## config.mk

```make
export PLATFORM = sky130hd
export DESIGN_NAME = digit_seq_cpu
export DESIGN_NICKNAME = d
export VERILOG_FILES = /design/src/rtl/digit_seq_pkg.sv /design/src/rtl/digit_seq_pc.sv /design/src/rtl/digit_seq_rom.sv /design/src/rtl/digit_seq_decode.sv /design/src/rtl/digit_seq_outreg.sv /design/src/rtl/digit_seq_cpu.sv
export SDC_FILE = /design/constraint.sdc
export NUM_CORES = 1
export LEC_CHECK = 0
export BUFFER_PORTS_ARGS = -buffer_cell sky130_fd_sc_hd__buf_4
export CAP_MARGIN = 20
export CORE_UTILIZATION = 44
export DETAILED_ROUTE_END_ITERATION = 10
export GPL_ROUTABILITY_DRIVEN = 0
export PLACE_DENSITY = 0.68
export SYNTH_ARGS = -nofsm -noshare
export SYNTH_HDL_FRONTEND = slang
export SYNTH_HIERARCHICAL = 1
export SYNTH_SLANG_ARGS = --single-unit
```

## constraint.sdc

```tcl
create_clock -name clk -period 2.25 [get_ports clk]
set_input_delay 0.1125 -clock clk [delete_from_list [all_inputs] [get_ports clk]]
set_output_delay 0.1125 -clock clk [all_outputs]
set_load 0.05 [all_outputs]
```

## src/rtl/digit_seq_pkg.sv

```systemverilog
package digit_seq_pkg;

  localparam int ADDR_W  = 5;
  localparam int DATA_W  = 4;
  localparam int OPC_W   = 2;
  localparam int INSTR_W = OPC_W + 1 + ADDR_W;
  localparam int DEPTH   = 1 << ADDR_W;
  localparam int PROG_W  = DEPTH * INSTR_W;

  typedef enum logic [OPC_W-1:0] {
    OP_PUT  = 2'b00,
    OP_JUMP = 2'b01,
    OP_INV  = 2'b10,
    OP_IDLE = 2'b11
  } opcode_e;

  function automatic logic [INSTR_W-1:0] encode(opcode_e op, logic [ADDR_W-1:0] arg);
    return {op, 1'b0, arg};
  endfunction

  // Default image: a jump at address 0 to a short digit program at 16,
  // which ends in a self-jump.
  function automatic logic [PROG_W-1:0] default_image();
    logic [PROG_W-1:0] img;
    img = '0;
    for (int a = 0; a < DEPTH; a++)
      img[a*INSTR_W +: INSTR_W] = encode(OP_IDLE, '0);
    img[0*INSTR_W  +: INSTR_W] = encode(OP_JUMP, 5'd16);
    img[16*INSTR_W +: INSTR_W] = encode(OP_PUT, 5'd4);
    img[17*INSTR_W +: INSTR_W] = encode(OP_PUT, 5'd2);
    img[18*INSTR_W +: INSTR_W] = encode(OP_INV, 5'd0);
    img[19*INSTR_W +: INSTR_W] = encode(OP_PUT, 5'd8);
    img[20*INSTR_W +: INSTR_W] = encode(OP_JUMP, 5'd20);
    return img;
  endfunction

endpackage

```

## src/rtl/digit_seq_pc.sv

```systemverilog
module digit_seq_pc
  import digit_seq_pkg::*;
(
  input  logic              clk,
  input  logic              rst,
  input  logic              step_en,
  input  logic              load,
  input  logic [ADDR_W-1:0] target,
  output logic [ADDR_W-1:0] pc_q
);

  always_ff @(posedge clk) begin
    if (rst)
      pc_q <= '0;
    else if (step_en)
      pc_q <= load ? target : pc_q + 1'b1;
  end

endmodule

```

## src/rtl/digit_seq_rom.sv

```systemverilog
module digit_seq_rom
  import digit_seq_pkg::*;
#(
  parameter logic [PROG_W-1:0] IMAGE = default_image()
) (
  input  logic [ADDR_W-1:0]  addr,
  output logic [INSTR_W-1:0] word
);

  logic [INSTR_W-1:0] cells [DEPTH];

  for (genvar g = 0; g < DEPTH; g++) begin : g_cell
    assign cells[g] = IMAGE[g*INSTR_W +: INSTR_W];
  end

  assign word = cells[addr];

endmodule

```

## src/rtl/digit_seq_decode.sv

```systemverilog
module digit_seq_decode
  import digit_seq_pkg::*;
(
  input  logic [INSTR_W-1:0] word,
  output logic               jump_ld,
  output logic               put_ld,
  output logic               inv_en,
  output logic [ADDR_W-1:0]  target,
  output logic [DATA_W-1:0]  digit
);

  opcode_e op;
  logic    spare_unused;

  assign op           = opcode_e'(word[INSTR_W-1 -: OPC_W]);
  assign spare_unused = word[ADDR_W];
  assign target       = word[ADDR_W-1:0];
  assign digit        = word[DATA_W-1:0];

  always_comb begin
    jump_ld = 1'b0;
    put_ld  = 1'b0;
    inv_en  = 1'b0;
    unique case (op)
      OP_PUT:  put_ld  = 1'b1;
      OP_JUMP: jump_ld = 1'b1;
      OP_INV:  inv_en  = 1'b1;
      OP_IDLE: ;
    endcase
  end

endmodule

```

## src/rtl/digit_seq_outreg.sv

```systemverilog
module digit_seq_outreg
  import digit_seq_pkg::*;
(
  input  logic              clk,
  input  logic              rst,
  input  logic              step_en,
  input  logic              put_ld,
  input  logic              inv_en,
  input  logic [DATA_W-1:0] digit,
  output logic [DATA_W-1:0] q
);

  always_ff @(posedge clk) begin
    if (rst)
      q <= '0;
    else if (step_en) begin
      if (put_ld)
        q <= digit;
      else if (inv_en)
        q <= ~q;
    end
  end

endmodule

```

## src/rtl/digit_seq_cpu.sv

```systemverilog
module digit_seq_cpu
  import digit_seq_pkg::*;
#(
  parameter logic [PROG_W-1:0] PROGRAM = default_image()
) (
  input  logic              clk,
  input  logic              rst,
  input  logic              run_en,
  output logic [DATA_W-1:0] dout
);

  logic [ADDR_W-1:0]  pc_q;
  logic [INSTR_W-1:0] instr_w;
  logic               jump_ld;
  logic               put_ld;
  logic               inv_en;
  logic [ADDR_W-1:0]  target;
  logic [DATA_W-1:0]  digit;

  digit_seq_pc u_pc (
    .clk     (clk),
    .rst     (rst),
    .step_en (run_en),
    .load    (jump_ld),
    .target  (target),
    .pc_q    (pc_q)
  );

  digit_seq_rom #(.IMAGE(PROGRAM)) u_rom (
    .addr (pc_q),
    .word (instr_w)
  );

  digit_seq_decode u_dec (
    .word    (instr_w),
    .jump_ld (jump_ld),
    .put_ld  (put_ld),
    .inv_en  (inv_en),
    .target  (target),
    .digit   (digit)
  );

  digit_seq_outreg u_out (
    .clk     (clk),
    .rst     (rst),
    .step_en (run_en),
    .put_ld  (put_ld),
    .inv_en  (inv_en),
    .digit   (digit),
    .q       (dout)
  );

endmodule

```

==> impl_metrics.json, run 1 <==
{
  "p_leak_uw": 0.000225,
  "setup_viol": 0,
  "reg2reg_from": "u_pc/pc_q[0]",
  "avgSynthCellArea_sq_um": 8.39,
  "grt_max_degree": 22,
  "tritoncts": "done",
  "grt.overflow.total": 0,
  "netlist_area_sq_um": 654,
  "max-vdd-ir-drop_uv": 384,
  "r2r_cells": 6,
  "startpoint_type": "flop",
  "drive_gt1_share_pct": 15.8,
  "area_delta_synth_final_pct": -0.574,
  "critPathKind": "reg2reg",
  "grt_pass1_vias": 457,
  "start_util_pct": 48.5,
  "placed_cells": 87,
  "antenna_found_initial": 0,
  "num_vias": 526,
  "hold_depth": 2,
  "hp-class": "in2reg",
  "fillers": 135,
  "rsz0062_at_grt": "false",
  "clkLatencyLatePin_ps": 270,
  "cts_hold_buffers": 0,
  "final-hold-violation-count": 0,
  "powerDensity_nw_per_um2": 727,
  "nNetsFinal": 81,
  "final_cell_mix": "9 x dfxtp_1, 8 x a31oi_1, 6 x buf_4, 6 x a21oi_1",
  "avgViaCountPerCell": 5.78,
  "synthCells": 78,
  "final.setup.tns_ps": 0,
  "fp.dieW_microns": 40.6,
  "place.port_buffers": 6,
  "htreeDepth": 1,
  "finalNonFillerCells": 91,
  "max-cap-violations": 0,
  "slew_violations": 0,
  "r2r_slack_ps": 280,
  "numCtsBuffers": 3,
  "maxSlewHeadroom_pct": 65.1,
  "tightest_slew_ps": 522,
  "io_pins": 7,
  "syn_nets": 82,
  "row_count": 13,
  "die_h_microns": 40.6,
  "layout_commonest_cell": "dfxtp_1",
  "core-area_sq_um": 1350,
  "cts-root-buf": "clkbuf_4",
  "routed_wl_mm": 1.18,
  "finalCriticalPeriod_ps": 1970,
  "r2r_end": "u_out/q[0]",
  "fin_skew_ps": 1.95,
  "min_to": "u_pc/pc_q[3]",
  "cts.clk_slew.worst_paths_ps": 60,
  "arrival_ps": 2130,
  "period_share_pct": 87.7,
  "min_from": "rst",
  "cp_max_fo": 10,
  "post_cts_buffers": 0,
  "cts_buffer_depth": 2,
  "dp_hpwl_microns": 809,
  "worstPathRequired_ps": 2410,
  "worstSetupEndpointType": "flop",
  "fmax_ghz": 0.507,
  "dieArea_sq_um": 1650,
  "status": "finished, final reports clean",
  "first_iter_violations": 19,
  "drt_pass1_iterations": 3,
  "cts_sinks": 9,
  "diodes": 0,
  "cts_resized": 0,
  "grt_usage_pct": 18.5,
  "drc": 0,
  "grt_pass1_wl_mm": 1.93,
  "wl_per_cell_microns": 13.0,
  "ys_warn_count": 6,
  "ant_nets": 0
}
[critical path, stage by stage (launching register included)]
cell	delay, ps
dfxtp_1	490
mux2_2	370
o21a_1	190
nor2_1	410
o21ai_1	220
nand2_1	110
a21oi_1	60
[layout make-up]
cell class,count,area [sq um],share of cell area (%)
Clock buffer,4,26.3,4.04
Multi-Input combinational cell,57,380,58.5
Sequential cell,9,180,27.7
Tap cell,15,18.8,2.88
Timing Repair Buffer,6,45.0,6.92
[power by group]
part           switching, uW  total [uW]  internal [uW]
Clock                   59.4         128           68.5
Combinational           88.3         152           63.3
Sequential              20.4         194            173
Total                    168         473            305
[sequential cells by signal, indices dropped and copies added (netlist names)]
register   cells
u_pc/pc_q      5
u_out/q        4
[layer usage]
| metal | vias up | part of all wire, % | track usage [%] |
|---|---|---|---|
| li1 | 278 | - | - |
| met1 | 238 | 51 | 22.7 |
| met2 | 8 | 43 | 27.8 |
| met3 | 2 | 4.7 | 10.0 |
| met4 | 0 | 1.6 | 5.00 |
| met5 | - | 0 | 0 |
[through the flow]
step | area [sq um] | util (%) | setup slack, ps | hold WS [ps] | total power, uW
after global routing | 651 | 48.2 | 106 | 82.0 | 506
after detailed placement | 624 | 46.2 | 311 | 366 | 346
after global placement | 624 | 46.2 | 359 | 365 | 344
final | 651 | 48.2 | 276 | 88.8 | 473
after floorplan | 654 | - | 508 | 182 | 346
after CTS | 651 | 48.2 | 292 | 75.0 | 479
[worst max path at each step]
stage,start,to,slack [ps],cells past startpoint
2_1_floorplan,u_pc/pc_q[1],u_out/q[2],510,6
3_3_place_gp,u_pc/pc_q[1],u_out/q[3],360,6
3_5_place_dp,u_pc/pc_q[1],u_out/q[0],310,6
4_1_cts,u_pc/pc_q[0],u_out/q[0],290,6
5_1_grt,u_pc/pc_q[0],u_out/q[0],110,6
6_report,u_pc/pc_q[0],u_out/q[0],280,6
No activity file was read; power rests on OpenSTA's default activity.
==> inputs of run 2 (changes only) <==
Settings changed: CELL_PAD_IN_SITES_DETAIL_PLACEMENT from default to 1, CELL_PAD_IN_SITES_GLOBAL_PLACEMENT from default to 1, CORE_UTILIZATION 44 to 41, HOLD_SLACK_MARGIN from default to 0.1, PLACE_DENSITY 0.68 to 0.8.
==> run 2 against run 1 <==
Effect of this change:
- via count increased by 4.0%
- first-iteration DRC count decreased by 53%
- sequential power about the same
- combinational power about the same
- non-clock buffer count increased by 1
==> impl_metrics.json, run 2 (same netlist as run 1, synthesis figures left out) <==
{
  "status": "finished, final reports clean",
  "cp_num_buf_inv": 0,
  "cts_resized": 0,
  "worstPathRequired_ps": 2410,
  "hp-class": "in2reg",
  "first_iter_violations": 9,
  "use_met1_pct": 22.7,
  "cts.clk_slew.worst_paths_ps": 60,
  "cp_max_fo": 9,
  "dpl_worst_slack_ps": 268,
  "final.setup.tns_ps": 0,
  "arrival_ps": 2160,
  "drive_gt1_share_pct": 15.6,
  "fp.dieW_microns": 42.0,
  "critPathKind": "reg2reg",
  "num_vias": 547,
  "rsz0062_at_grt": "false",
  "tightest_slew_ps": 530,
  "die_h_microns": 42.0,
  "cts-root-buf": "clkbuf_4",
  "grtUsageMet3_pct": 7.83,
  "fmax_ghz": 0.502,
  "holdWs_ps": 178,
  "drc": 0,
  "slew_violations": 0,
  "setup_viol": 0,
  "path_delay_family": "simple AND/OR/NAND/NOR gates",
  "grt_max_degree": 22,
  "reg_top3": "u_pc/pc_q x5, u_out/q x4",
  "final_cell_mix": "9 x dfxtp_1, 8 x a31oi_1, 6 x buf_4, 6 x a21oi_1",
  "final-hold-violation-count": 0,
  "max-cap-violations": 0,
  "dieArea_sq_um": 1760,
  "cts_buffer_depth": 2,
  "worstSetupEndpointType": "flop",
  "dp_hpwl_microns": 890,
  "io_pins": 7,
  "startpoint_type": "flop",
  "diodes": 0,
  "row_count": 14,
  "grt_pass1_wl_mm": 2.26,
  "finalNonFillerCells": 93,
  "largest_reg_flops": 5,
  "placed_cells": 88,
  "layout_setup_ws_ps": 257,
  "place.port_buffers": 6,
  "ant_nets": 0,
  "fin_skew_ps": 4.03,
  "powerDensity_nw_per_um2": 729,
  "grt_usage_pct": 17.6,
  "layout_commonest_cell": "dfxtp_1",
  "area_delta_synth_final_pct": 1.15,
  "start_util_pct": 43.4,
  "post_cts_buffers": 0,
  "tritoncts": "done",
  "clkLatencyLatePin_ps": 280,
  "nNetsFinal": 82,
  "max-vdd-ir-drop_uv": 321,
  "htreeDepth": 1,
  "core-area_sq_um": 1510,
  "slowest_stage": "or4_1",
  "avgViaCountPerCell": 5.88,
  "critPathMaxStageDelay_ps": 530,
  "path_cells": "or4_1, o21a_1, nor2_1, o21ai_1, nand2_1, a21oi_1",
  "routed_wl_mm": 1.34,
  "drt_pass1_iterations": 4,
  "period_share_pct": 88.6,
  "antenna_found_initial": 0,
  "finalCriticalPeriod_ps": 1990,
  "wl_per_cell_microns": 14.4,
  "fillers": 190,
  "numCtsBuffers": 3,
  "cts_sinks": 9,
  "grt_pass1_vias": 495,
  "grt.overflow.total": 0,
  "p_leak_uw": 0.000230,
  "gr-usage-met2_pct": 24.1,
  "maxSlewHeadroom_pct": 64.6,
  "largest-register": "u_pc/pc_q",
  "grt.busiest_layer": "met2"
}
## run 2: timing repair
action                                  CTS  global route
hold endpoints to repair                  9             0
hold buffers                              1             0
endpoints found under the setup margin    0             0
## run 2: power breakdown
part / internal [uW] / switching (uW) / total [uW] / leakage (uW)
registers: 173 / 20.8 / 194 / 0.0000733
logic: 64.4 / 90.3 / 155 / 0.000141
clock network: 68.9 / 65.1 / 134 / 0.0000150
total: 306 / 176 / 483 / 0.000230
## run 2: worst paths after layout
kind / startpoint / end / slack, ps / cells past startpoint
worst max-delay path: u_pc/pc_q[1] / u_out/q[2] / 260 / 6
worst min register to register: u_out/q[1] / u_out/q[1] / 480 / 2
worst min-delay path: run_en / u_pc/pc_q[1] / 180 / 2
worst max register to register: u_pc/pc_q[1] / u_out/q[2] / 260 / 6
## run 2: cell type report
class                      count  area (sq um)  area share, %
tap                           16          20.0           3.02
multi-input combinational     57           380           57.5
timing repair buffer           7          55.1           8.32
sequential                     9           180           27.2
clock buffer                   4          26.3           3.97
## run 2: metrics by stage
step	utilization, %	power, uW	area, sq um
3_5_place_dp	41.5	349	626
3_3_place_gp	41.5	345	626
5_1_grt	43.9	514	662
2_1_floorplan	-	346	654
4_1_cts	43.9	488	662
6_report	43.9	483	662
## run 2: routing by layer
layer	share of wire, %	routed length, microns
met3	4.4	59
met2	43	580
met1	50	674
met4	1.8	24
met5	0	0
